===== src/rtl/i2c_tgt_pkg.sv =====
package i2c_tgt_pkg;
    localparam int ADDR_W = 7;
    localparam int BYTE_W = 8;
    localparam int CNT_W  = $clog2(BYTE_W + 1);
    localparam logic [2:0] MODE_I2C = 3'b110;

    typedef enum logic [2:0] {
        ST_IDLE, ST_ADDR, ST_AACK, ST_RX, ST_RACK, ST_TX, ST_TACK, ST_SKIP
    } tgt_state_t;
endpackage


===== src/rtl/i2c_tgt_linesync.sv =====
module i2c_tgt_linesync #(
    parameter int STAGES = 2
) (
    input  logic clk,
    input  logic rst_n,
    input  logic din,
    output logic lvl,
    output logic rise,
    output logic fall
);
    logic [STAGES:0] pipe;

    always_ff @(posedge clk or negedge rst_n) begin
        if (!rst_n) pipe <= '1;
        else        pipe <= {pipe[STAGES-1:0], din};
    end

    assign lvl  = pipe[STAGES-1];
    assign rise = pipe[STAGES-1] & ~pipe[STAGES];
    assign fall = ~pipe[STAGES-1] & pipe[STAGES];
endmodule


===== src/rtl/i2c_tgt_lowtimer.sv =====
module i2c_tgt_lowtimer #(
    parameter int W = 16
) (
    input  logic         clk,
    input  logic         rst_n,
    input  logic         run,
    input  logic [W-1:0] limit,
    output logic         hit
);
    logic [W-1:0] cnt;

    always_ff @(posedge clk or negedge rst_n) begin
        if (!rst_n)          cnt <= '0;
        else if (!run)       cnt <= '0;
        else if (cnt != '1)  cnt <= cnt + 1'b1;
    end

    assign hit = run && (cnt == limit);
endmodule


===== src/rtl/i2c_target_core.sv =====
module i2c_target_core
    import i2c_tgt_pkg::*;
#(
    parameter int TO_W      = 16,
    parameter int SYNC_FLOPS = 2
) (
    input  logic                clk,
    input  logic                rst_n,
    input  logic                scl_i,
    input  logic                sda_i,
    output logic                sda_oe,
    input  logic                enable,
    input  logic [2:0]          mode,
    input  logic [ADDR_W-1:0]   own_addr,
    input  logic [BYTE_W-1:0]   tx_byte,
    output logic [BYTE_W-1:0]   rx_byte,
    output logic                addr_match,
    output logic                dir_rd,
    output logic                rx_nack,
    output logic                to_flag,
    output logic                irq,
    input  logic                irq_clr,
    input  logic                wake_en,
    input  logic                sleep,
    output logic                wake_o,
    input  logic [TO_W-1:0]     to_limit
);
    localparam int LINES = 2;   // index 0: SCL, index 1: SDA

    logic [LINES-1:0] line_in, line_lvl, line_rise, line_fall;
    assign line_in = {sda_i, scl_i};

    generate
        for (genvar g = 0; g < LINES; g++) begin : g_sync
            i2c_tgt_linesync #(.STAGES(SYNC_FLOPS)) u_sync (
                .clk(clk), .rst_n(rst_n), .din(line_in[g]),
                .lvl(line_lvl[g]), .rise(line_rise[g]), .fall(line_fall[g])
            );
        end
    endgenerate

    logic scl_lvl, scl_rise, scl_fall, sda_lvl;
    assign scl_lvl  = line_lvl[0];
    assign scl_rise = line_rise[0];
    assign scl_fall = line_fall[0];
    assign sda_lvl  = line_lvl[1];

    logic active, bus_start, bus_stop;
    assign active    = enable && (mode == MODE_I2C);
    assign bus_start = active && scl_lvl && line_fall[1];
    assign bus_stop  = scl_lvl && line_rise[1];

    tgt_state_t        st, st_n;
    logic [CNT_W-1:0]  bit_cnt;
    logic [BYTE_W-1:0] sh;
    logic              byte_done, addr_hit, ev_addr, ev_byte, to_hit, lowrun;

    assign byte_done = (bit_cnt == CNT_W'(BYTE_W));
    assign addr_hit  = (sh[BYTE_W-1:1] == own_addr);
    assign lowrun    = active && !scl_lvl && (st != ST_IDLE) && (st != ST_SKIP);

    i2c_tgt_lowtimer #(.W(TO_W)) u_lowtimer (
        .clk(clk), .rst_n(rst_n), .run(lowrun), .limit(to_limit), .hit(to_hit)
    );

    // next-state and event decode
    always_comb begin
        st_n    = st;
        ev_addr = 1'b0;
        ev_byte = 1'b0;
        if (!active || to_hit)  st_n = ST_IDLE;
        else if (bus_start)     st_n = ST_ADDR;
        else if (bus_stop)      st_n = ST_IDLE;
        else begin
            unique case (st)
                ST_IDLE, ST_SKIP: st_n = st;
                ST_ADDR: if (scl_fall && byte_done) begin
                    ev_addr = addr_hit;
                    st_n    = addr_hit ? ST_AACK : ST_SKIP;
                end
                ST_AACK: if (scl_fall) st_n = dir_rd ? ST_TX : ST_RX;
                ST_RX: if (scl_fall && byte_done) begin
                    ev_byte = 1'b1;
                    st_n    = ST_RACK;
                end
                ST_RACK: if (scl_fall) st_n = ST_RX;
                ST_TX:   if (scl_fall && byte_done) st_n = ST_TACK;
                ST_TACK: begin
                    if (scl_rise) ev_byte = 1'b1;
                    if (scl_fall) st_n = rx_nack ? ST_SKIP : ST_TX;
                end
                default: st_n = ST_IDLE;
            endcase
        end
    end

    // state register
    always_ff @(posedge clk or negedge rst_n) begin
        if (!rst_n) st <= ST_IDLE;
        else        st <= st_n;
    end

    // shift path and bit counter
    always_ff @(posedge clk or negedge rst_n) begin
        if (!rst_n) begin
            bit_cnt <= '0;
            sh      <= '0;
        end else if (bus_start) begin
            bit_cnt <= '0;
        end else begin
            unique case (st)
                ST_ADDR, ST_RX: if (scl_rise) begin
                    sh      <= {sh[BYTE_W-2:0], sda_lvl};
                    bit_cnt <= bit_cnt + 1'b1;
                end
                ST_TX: begin
                    if (scl_rise)      bit_cnt <= bit_cnt + 1'b1;
                    else if (scl_fall) sh <= {sh[BYTE_W-2:0], 1'b1};
                end
                ST_AACK, ST_TACK: if (scl_fall) begin
                    bit_cnt <= '0;
                    sh      <= tx_byte;
                end
                ST_RACK: if (scl_fall) bit_cnt <= '0;
                default: ;
            endcase
        end
    end

    // status flags
    always_ff @(posedge clk or negedge rst_n) begin
        if (!rst_n) begin
            addr_match <= 1'b0;
            dir_rd     <= 1'b0;
            rx_nack    <= 1'b0;
            to_flag    <= 1'b0;
            irq        <= 1'b0;
            rx_byte    <= '0;
            wake_o     <= 1'b0;
        end else begin
            if (ev_addr) begin
                addr_match <= 1'b1;
                dir_rd     <= sh[0];
            end else if (ev_byte) begin
                addr_match <= 1'b0;
            end
            if (ev_byte && st == ST_RX)   rx_byte <= sh;
            if (ev_byte && st == ST_TACK) rx_nack <= sda_lvl;
            if (to_hit)       to_flag <= 1'b1;
            else if (irq_clr) to_flag <= 1'b0;
            if (ev_addr || ev_byte || to_hit) irq <= 1'b1;
            else if (irq_clr)                 irq <= 1'b0;
            if (!wake_en)                wake_o <= 1'b0;
            else if (ev_addr && sleep)   wake_o <= 1'b1;
        end
    end

    // open-drain output decode
    always_comb begin
        unique case (st)
            ST_AACK, ST_RACK: sda_oe = 1'b1;
            ST_TX:            sda_oe = ~sh[BYTE_W-1];
            default:          sda_oe = 1'b0;
        endcase
    end


    inactive_release_chk: assert property (@(posedge clk) disable iff (!rst_n)
        !active |=> !sda_oe);

    match_ack_chk: assert property (@(posedge clk) disable iff (!rst_n)
        $rose(addr_match) |-> sda_oe);

    skip_quiet_chk: assert property (@(posedge clk) disable iff (!rst_n)
        (st == ST_SKIP && $past(st) == ST_SKIP) |-> ($stable(addr_match) && $stable(rx_byte)));

    timeout_idle_chk: assert property (@(posedge clk) disable iff (!rst_n)
        $rose(to_flag) |-> (st == ST_IDLE));

    wake_gate_chk: assert property (@(posedge clk) disable iff (!rst_n)
        $rose(wake_o) |-> ($past(sleep) && $past(wake_en)));
endmodule


===== config.mk =====
export PLATFORM = sky130hd
export DESIGN_NAME = i2c_target_core
export DESIGN_NICKNAME = d
export VERILOG_FILES = /design/src/rtl/i2c_tgt_pkg.sv /design/src/rtl/i2c_tgt_linesync.sv /design/src/rtl/i2c_tgt_lowtimer.sv /design/src/rtl/i2c_target_core.sv
export SDC_FILE = /design/constraint.sdc
export NUM_CORES = 1
export LEC_CHECK = 0
export BUFFER_PORTS_ARGS = -buffer_cell sky130_fd_sc_hd__buf_2
export CAP_MARGIN = 30
export CORE_MARGIN = 2
export CORE_UTILIZATION = 59
export CTS_CLUSTER_SIZE = 40
export DETAILED_ROUTE_END_ITERATION = 7
export PLACE_DENSITY = 0.89
export RECOVER_POWER = 100
export SYNTH_ARGS = -nofsm -noshare
export SYNTH_HDL_FRONTEND = slang
export SYNTH_SLANG_ARGS = --single-unit

===== constraint.sdc =====
create_clock -name clk -period 6.15 [get_ports clk]
set_input_delay 0.3075 -clock clk [delete_from_list [all_inputs] [get_ports clk]]
set_output_delay 0.3075 -clock clk [all_outputs]
set_load 0.02 [all_outputs]

==> results of run 1 <==
-- kinds of logic (layout without fill, tap and decap cells) --
kind of cell	count (synthesis)	after routing	synth area share, %
compound gates	60	60	14.0
xor+xnor	36	36	11.1
fa+ha+maj	3	3	1.32
buf+inv	18	73	2.56
flops	51	51	45.2
mux	18	18	6.78
simple gates	100	100	19.0
-- metrics by stage --
stage	instances	utilization [%]	power (mW)
global route	395	69.2	0.732
CTS	395	70.1	0.713
global placement	387	67.2	0.431
floorplan	286	-	0.402
finish	395	69.2	0.705
detailed placement	387	67.2	0.435
-- path summary, 6_finish.rpt --
| path | start | endpoint | slack, ns |
|---|---|---|---|
| min in group asynchronous | rst_n | st[0] | 0.93 |
| hold / removal | scl_i | g_sync[0].u_sync.pipe[0] | 0.09 |
| hold reg to reg | g_sync[1].u_sync.pipe[0] | g_sync[1].u_sync.pipe[1] | 0.37 |
| setup reg to reg | st[1] | rx_byte[0] | 3.12 |
| setup / recovery | st[1] | rx_byte[0] | 3.12 |
| max in group asynchronous | rst_n | sh[2] | 3.72 |
-- worst max-delay path: stages, from the launching register on --
cell	delay [ns]
dfrtp_1	0.65
nor3_1	0.12
a2111o_1	0.65
nor3_1	0.66
a21oi_1	0.45
mux2_2	0.38
-- metal layers --
| metal | wire length, um | vias up |
|---|---|---|
| met3 | 425 | 13 |
| met5 | 0 | - |
| met2 | 3180 | 103 |
| li1 | - | 1136 |
| met4 | 144 | 0 |
| met1 | 2840 | 1145 |
-- sequential cells by signal (all words and copies together), names as in the netlist --
signal              flops
addr_match              1
bit_cnt                 4
dir_rd                  1
g_sync.u_sync.pipe      6
irq                     1
rx_byte                 8
rx_nack                 1
sh                      8
st                      3
to_flag                 1
u_lowtimer.cnt         16
wake_o                  1
-- report_power, final --
part | total [mW] | switching (mW) | internal, mW | leakage [nW]
Clock | 0.278 | 0.116 | 0.162 | 0.0644
Sequential | 0.364 | 0.0150 | 0.349 | 0.674
Combinational | 0.0632 | 0.0329 | 0.0303 | 0.669
Total | 0.705 | 0.164 | 0.542 | 1.41
-- placed cells by master (no fill, tap or decap), types with 3 or more instances in the layout --
cell type  netlist  final
dfrtp_1         45     45
buf_2            4     41
nor2_1          31     31
xnor2_1         25     25
a21oi_1         20     21
clkbuf_1         6     16
nand2_1         13     13
xor2_1          11     11
nand3_1         11     11
mux2_2           9      9
inv_1            8      8
and3_1           8      8
mux2i_1          8      8
a211oi_1         7      7
nor3_1           5      7
nor2b_1          7      7
o21ai_0          7      7
nand4_1          6      6
clkbuf_8         0      5
a21o_1           4      4
dfstp_2          6      4
a31oi_1          3      3
nand2b_1         3      3
ha_1             3      3
-- layout make-up --
cell class	count	area share [%]
clock buffers	5	2.12
flip-flops and latches	51	39.5
well taps	54	2.08
repair buffers	57	8.17
multi-input cells	217	45.1
clock inverters	3	2.08
inverters	8	0.925
==> results.json, run 1 <==
{
  "finalInstanceArea_um2": 3250,
  "antenna_found_initial": 0,
  "setup_viol": 0,
  "nNetsFinal": 385,
  "ys_ff_latch": 51,
  "synth_area_leaders": "dfrtp_1 (40%), xnor2_1 (7.7%), dfstp_2 (5.6%)",
  "start_util_pct": 60.5,
  "area_delta_synth_final_pct": 14.3,
  "ctsLongestPathBuffers": 2,
  "die_h_um": 73.4,
  "grt_pass1_vias": 2301,
  "ys_top_cells_by_count": "dfrtp_1 (45), nor2_1 (31), xnor2_1 (25), a21oi_1 (20), nand2_1 (13)",
  "via_count": 2397,
  "netlist_area_um2": 2840,
  "worst_hold_path_type": "in2reg",
  "route.detailed.drc": 0,
  "insertion_delay_ns": 0.31,
  "status": "finished, violations left",
  "dpl_cell_area_um2": 3150,
  "cts_setup_buffers": 0,
  "synth_seq_area_share_pct": 45.2,
  "relSlewSlack_pct": -77.5,
  "regArea_um2": 1280,
  "synthMostInstantiatedCell": "dfrtp_1",
  "ant_nets": 0,
  "syn_area_per_cell_um2": 9.93,
  "power.density_nw_per_um2": 217,
  "numPortBuffers": 56,
  "via_per_inst": 6.07,
  "cp.arrival_ns": 3.23,
  "worstPathMaxFanout": 17,
  "rsz0062_at_grt": "no",
  "worstMarginPinSlew_ns": 2.66,
  "cts_buffers": 5,
  "cts_root_buf": "clkbuf_8",
  "path_clk_slew_ns": 0.10,
  "p_leak_nw": 1.41,
  "setup_ws_ns": 3.12,
  "grt_busiest_layer": "met2",
  "synth-edff-count": 0,
  "dp_hpwl_um": 4720,
  "setup.worst_path.end_class": "flop",
  "syn_inst": 286,
  "drtPass1Iterations": 4,
  "grt_use_total_pct": 25.5,
  "ys.flop_type": "dfrtp_1",
  "dr.first_iter.drc_count": 215,
  "ir_drop_mv": 0.156,
  "cts-resized-gates": 0,
  "yosysUniqueCellTypes": 50,
  "clock-sinks": 51,
  "multi_input_area_um2": 1460,
  "fmax_ghz": 0.330,
  "fin_worst_skew_ns": 0.0123,
  "ff2ff_path_depth": 5,
  "htree_levels": 2,
  "synth.largest_area_cell": "dfrtp_1",
  "cts_tree": "done",
  "syn-num-nets": 331,
  "synth_top_area_share_pct": 39.6,
  "setup_tns_ns": 0,
  "rows": 25,
  "ys_warn_count": 0,
  "cap_violations": 1,
  "final_hold_viol_count": 0,
  "hold_depth": 1,
  "grtUsageMet2_pct": 40.2,
  "dieArea_um2": 5380,
  "hold_ws_ns": 0.0870,
  "wl_um": 6590,
  "grt-ovfl-total": 0,
  "final.fill_count": 378,
  "period_needed_ns": 3.03,
  "period_share_pct": 49.3,
  "fp.dieW_um": 73.4,
  "startpoint_type": "flop",
  "cts_hold_buf": 0,
  "grt_first_pass_wirelength_um": 10600,
  "gp_congestion": 0.996,
  "ios": 57,
  "synthArstFlopShare_pct": 100,
  "insertedDiodeCount": 0,
  "post_drt_wl_per_cell_um": 16.7,
  "worstPathRequired_ns": 6.35,
  "grt_max_degree": 52,
  "place_ws_ns": 3.42,
  "core-area_um2": 4690,
  "violations": "capacitance limit, slew limit",
  "gr-usage-met1_pct": 34.9,
  "layout-drive-gt1-share_pct": 19.6,
  "path_class": "reg2reg",
  "grt_use_met3_pct": 4.53,
  "drv_slew": 52
}
No activity file was read; power rests on OpenSTA's default activity.
==> inputs of run 2 (changes only) <==
- ABC_AREA: not set -> 1
- CORE_UTILIZATION: 59 -> 51
- PLACE_DENSITY: 0.89 -> 0.81
- clock period: 6.15 -> 2.5 ns (I/O delays scaled with it)
==> results.json, run 2 <==
{
  "status": "finished, final reports clean",
  "grt_first_pass_wirelength_um": 12800,
  "layout-drive-gt1-share_pct": 14.7,
  "final_hold_viol_count": 0,
  "synthArstFlopShare_pct": 100,
  "insertion_delay_ns": 0.32,
  "route.detailed.drc": 0,
  "synth_fa_ha_area_share_pct": 1.16,
  "wl_um": 7600,
  "reg_top3": "u_lowtimer.cnt (16), rx_byte (8), sh (8)",
  "grt-ovfl-total": 0,
  "synth.largest_area_cell": "dfrtp_1",
  "grt_max_degree": 35,
  "area_delta_synth_final_pct": 12.8,
  "path_clk_slew_ns": 0.10,
  "htree_levels": 2,
  "dpl_cell_area_um2": 3560,
  "drv_slew": 0,
  "synthMuxAreaShare_pct": 0,
  "setup_tns_ns": 0,
  "ctsLongestPathBuffers": 2,
  "finalPower_mw": 1.74,
  "largest_reg_flops": 16,
  "setup.worst_path.end_class": "flop",
  "startpoint": "st[2]",
  "insertedDiodeCount": 0,
  "netlist_area_um2": 3230,
  "clock-sinks": 51,
  "synth-edff-count": 0,
  "cts-resized-gates": 0,
  "yosysUniqueCellTypes": 36,
  "nNetsFinal": 562,
  "relSlewSlack_pct": 42.5,
  "final_common_cell": "nand2_1",
  "grt_use_total_pct": 22.2,
  "dr.first_iter.drc_count": 204,
  "cts_root_buf": "clkbuf_8",
  "synth_xor_xnor_area_share_pct": 2.17,
  "synth_seq_area_share_pct": 39.8,
  "synth_area_leaders": "dfrtp_1 (35%), nand2_1 (17%), inv_1 (8.5%)",
  "yosys.area_share.simple_pct": 35.1,
  "p_leak_nw": 1.90,
  "hold_ws_ns": 0.00703,
  "ys_top_cells_by_count": "nand2_1 (148), inv_1 (73), dfrtp_1 (45), nor2_1 (40), o21ai_0 (27)",
  "fp.dieW_um": 83.5,
  "cp.arrival_ns": 2.33,
  "drtPass1Iterations": 5,
  "setup_viol": 0,
  "worstMarginPinSlew_ns": 0.863,
  "ys_ff_latch": 51,
  "min_from": "wake_en",
  "place_ws_ns": 0.503,
  "finalInstanceArea_um2": 3640,
  "ys_warn_count": 0,
  "worstPathRequired_ns": 2.72,
  "r2r-start": "st[2]",
  "via_count": 3137,
  "ant_nets": 0,
  "die_h_um": 83.5,
  "antenna_found_initial": 0,
  "final_cell_mix": "nand2_1 (148), inv_1 (74), dfrtp_1 (45), nor2_1 (41), buf_2 (41)",
  "synth_top_area_share_pct": 34.9,
  "gp_congestion": 0.892,
  "via_per_inst": 5.29,
  "cts_setup_buffers": 0,
  "ys.flop_type": "dfrtp_1",
  "dp_hpwl_um": 5830,
  "synth-compound-area-share_pct": 10.6,
  "cts_hold_buf": 3,
  "grt_pass1_vias": 2910,
  "syn-num-nets": 501,
  "rsz0062_at_grt": "no",
  "cts_buffers": 5,
  "synth_top_family_by_area": "simple AND/OR/NAND/NOR gates",
  "worst_hold_path_type": "in2reg",
  "fmax_ghz": 0.475,
  "syn_inst": 456,
  "path_class": "reg2reg",
  "core-area_um2": 6030,
  "power.density_nw_per_um2": 477,
  "dieArea_um2": 6980,
  "setup_ws_ns": 0.396,
  "rows": 28,
  "cap_violations": 0,
  "top_register": "u_lowtimer.cnt",
  "startpoint_type": "flop",
  "post_drt_wl_per_cell_um": 12.8,
  "ios": 57,
  "start_util_pct": 53.5,
  "period_needed_ns": 2.10,
  "ir_drop_mv": 0.324,
  "final.fill_count": 541,
  "period_share_pct": 84.2,
  "cts_tree": "done",
  "synthMostInstantiatedCell": "nand2_1",
  "worstPathMaxFanout": 19,
  "numPortBuffers": 56,
  "fin_worst_skew_ns": 0.0138,
  "syn_area_per_cell_um2": 7.07
}
run 2: cells by family (layout without fill, tap and decap cells):
family / Yosys count / in the layout
fa+ha+maj: 3 / 3
buf+inv: 84 / 146
flops: 51 / 51
compound gates: 58 / 58
xor+xnor: 8 / 8
simple gates: 252 / 252
run 2: power breakdown:
part,switching [mW],internal (mW),leakage (nW)
clock network,0.310,0.208,0.0502
registers,0.0537,0.890,0.654
logic,0.165,0.110,1.19
total,0.528,1.21,1.90
run 2: layout make-up:
type / count / area [um2] / share of cell area [%]
Inverter: 76 / 288 / 7.91
Clock buffer: 5 / 68.8 / 1.89
Timing Repair Buffer: 62 / 308 / 8.46
Sequential cell: 51 / 1280 / 35.3
Tap cell: 75 / 93.8 / 2.58
Multi-Input combinational cell: 321 / 1570 / 43.1
Clock inverter: 3 / 28.8 / 0.791
run 2: stage by stage:
step / utilization [%] / instances
after global placement: 58.8 / 581
after floorplan: - / 456
after CTS: 61.3 / 593
final: 60.4 / 593
after detailed placement: 59.1 / 582
after global routing: 60.4 / 593
run 2: path summary, 6_finish.rpt:
path,endpoint,slack (ns),cells past startpoint
max,st[2],0.40,8
min,wake_o,0.007,3
max reg2reg,st[2],0.40,8
min reg2reg,g_sync[0].u_sync.pipe[1],0.37,0
max in group asynchronous,st[2],0.84,3
min in group asynchronous,rx_nack,0.35,2
run 2: worst max-delay path, cell delays in order (launching register included):
cell,delay [ns]
dfrtp_1,0.55
inv_4,0.09
o21ai_0,0.39
nor2_4,0.18
nand3_4,0.11
nor2_1,0.08
nor2_4,0.27
nand2_1,0.14
o21ai_0,0.20
run 2: metal layers:
| layer | share of wire (%) | GRT usage [%] |
|---|---|---|
| met1 | 47 | 30.6 |
| met2 | 45 | 35.0 |
| met3 | 5.7 | 4.06 |
| met4 | 1.8 | 7.92 |
| met5 | 0 | 0 |
==> inputs of run 3 (changes only) <==
- CORE_UTILIZATION: 51 -> 56
- PLACE_DENSITY: 0.81 -> 0.84
- clock period: 2.5 -> 2.2 ns (I/O delays scaled with it)
==> results.json, run 3 (synthesis results as in run 2) <==
{
  "grt_max_degree": 29,
  "insertedDiodeCount": 0,
  "ir_drop_mv": 0.322,
  "worstMarginPinSlew_ns": 1.46,
  "period_needed_ns": 1.98,
  "post_drt_wl_per_cell_um": 13.5,
  "fp.dieW_um": 79.9,
  "top_register": "u_lowtimer.cnt",
  "worstPathCellList": "inv_1 > nand2_2 > nor2_4 > a22oi_2 > nor2_4 > nand4_2 > nand2_1 > nand2_1",
  "insertion_delay_ns": 0.31,
  "numPortBuffers": 56,
  "area_delta_synth_final_pct": 13.8,
  "rows": 27,
  "grt-ovfl-total": 0,
  "wl_um": 7960,
  "htree_levels": 2,
  "slowest_delay_ns": 0.44,
  "route.detailed.drc": 0,
  "rsz0062_at_grt": "no",
  "dieArea_um2": 6380,
  "via_count": 3138,
  "power.density_nw_per_um2": 566,
  "ant_nets": 0,
  "final.fill_count": 524,
  "dr.first_iter.drc_count": 248,
  "path_clk_slew_ns": 0.09,
  "drv_slew": 0,
  "grt_use_total_pct": 26.4,
  "cts_buffers": 5,
  "layout-drive-gt1-share_pct": 15.0,
  "ctsLongestPathBuffers": 2,
  "cpLargestDelayFamily": "simple AND/OR/NAND/NOR gates",
  "cts_root_buf": "clkbuf_8",
  "reg_top3": "u_lowtimer.cnt (16), rx_byte (8), sh (8)",
  "drtPass1Iterations": 6,
  "cts_setup_buffers": 0,
  "relSlewSlack_pct": 2.95,
  "final_cell_mix": "nand2_1 (149), inv_1 (74), dfrtp_1 (45), nor2_1 (42), buf_2 (41)",
  "period_share_pct": 89.8,
  "crit_buf_inv": 1,
  "status": "finished, final reports clean",
  "fin_worst_skew_ns": 0.00615,
  "nNetsFinal": 563,
  "grt_pass1_vias": 2955,
  "largest_reg_flops": 16,
  "startpoint_type": "flop",
  "die_h_um": 79.9,
  "fmax_ghz": 0.506,
  "cp.arrival_ns": 2.18,
  "cts_tree": "done",
  "worstPathRequired_ns": 2.40,
  "crit_path_top_delay_cell": "dfrtp_1",
  "antenna_found_initial": 0,
  "final_util_pct": 66.3,
  "worst_hold_path_type": "in2reg",
  "final_common_cell": "nand2_1",
  "clock-sinks": 51,
  "grt_first_pass_wirelength_um": 13000,
  "via_per_inst": 5.31,
  "dp_hpwl_um": 6280,
  "cap_violations": 0,
  "worstPathMaxFanout": 20,
  "setup_viol": 0,
  "ios": 57,
  "p_leak_nw": 1.92,
  "core-area_um2": 5540,
  "path_class": "reg2reg",
  "final_hold_viol_count": 0,
  "setup.worst_path.end_class": "flop",
  "setup_tns_ns": 0,
  "gp_congestion": 0.979,
  "start_util_pct": 58.2
}
[run 3: stage by stage]
step | setup slack (ns) | instance area [um2] | power [mW] | hold WS, ns | cells
floorplan | 0.643 | 3230 | 1.28 | -0.186 | 456
global placement | 0.331 | 3550 | 1.39 | 0.144 | 580
detailed placement | 0.270 | 3550 | 1.41 | 0.155 | 580
CTS | 0.243 | 3700 | 2.10 | 0.00614 | 591
global route | 0.0650 | 3670 | 2.19 | 0.00297 | 591
finish | 0.225 | 3670 | 2.08 | 0.00531 | 591
[run 3: repair_timing]
item                                   4_1_cts  5_1_grt
resized for setup                            0        1
hold buffers                                 3        0
setup endpoints to repair                    0        2
endpoints found under the hold margin       22        0
[run 3: power breakdown]
part | total [mW] | switching, mW | internal (mW)
combinational | 0.322 | 0.195 | 0.126
clock | 0.679 | 0.311 | 0.368
sequential | 1.08 | 0.0660 | 1.01
[run 3: final cells by class]
class | count | area (um2) | area share, %
repair buffers | 63 | 317 | 8.62
flip-flops and latches | 51 | 1280 | 35.0
clock inverters | 2 | 35.0 | 0.954
well taps | 72 | 90.1 | 2.45
multi-input cells | 321 | 1580 | 42.9
clock buffers | 6 | 82.6 | 2.25
inverters | 76 | 288 | 7.84
[run 3: final timing paths]
kind | start | endpoint | slack, ns | cells after the start
worst max-delay path | st[0] | rx_byte[1] | 0.22 | 8
worst min-delay path | wake_en | wake_o | 0.005 | 3
worst max register to register | st[0] | rx_byte[1] | 0.22 | 8
worst min register to register | g_sync[1].u_sync.pipe[0] | g_sync[1].u_sync.pipe[1] | 0.36 | 0
max in group asynchronous | rst_n | bit_cnt[1] | 0.44 | 3
min in group asynchronous | rst_n | rx_byte[5] | 0.67 | 2
[run 3: routing by layer]
| layer | track usage, % | vias to the layer above | wire length [um] |
|---|---|---|---|
| met4 | 10.3 | 0 | 133 |
| met5 | 0 | - | 0 |
| met2 | 43.7 | 118 | 3780 |
| li1 | - | 1572 | - |
| met3 | 4.41 | 13 | 477 |
| met1 | 34.4 | 1435 | 3570 |
[run 3: worst register-to-register path: cells and delay by family, from the launching register on]
kind / cells / cell delay (ns)
AO/OA/AOI/OAI: 1 / 0.11
AND/OR/NAND/NOR: 6 / 1.17
flip-flops: 1 / 0.44
buffers and inverters: 1 / 0.15
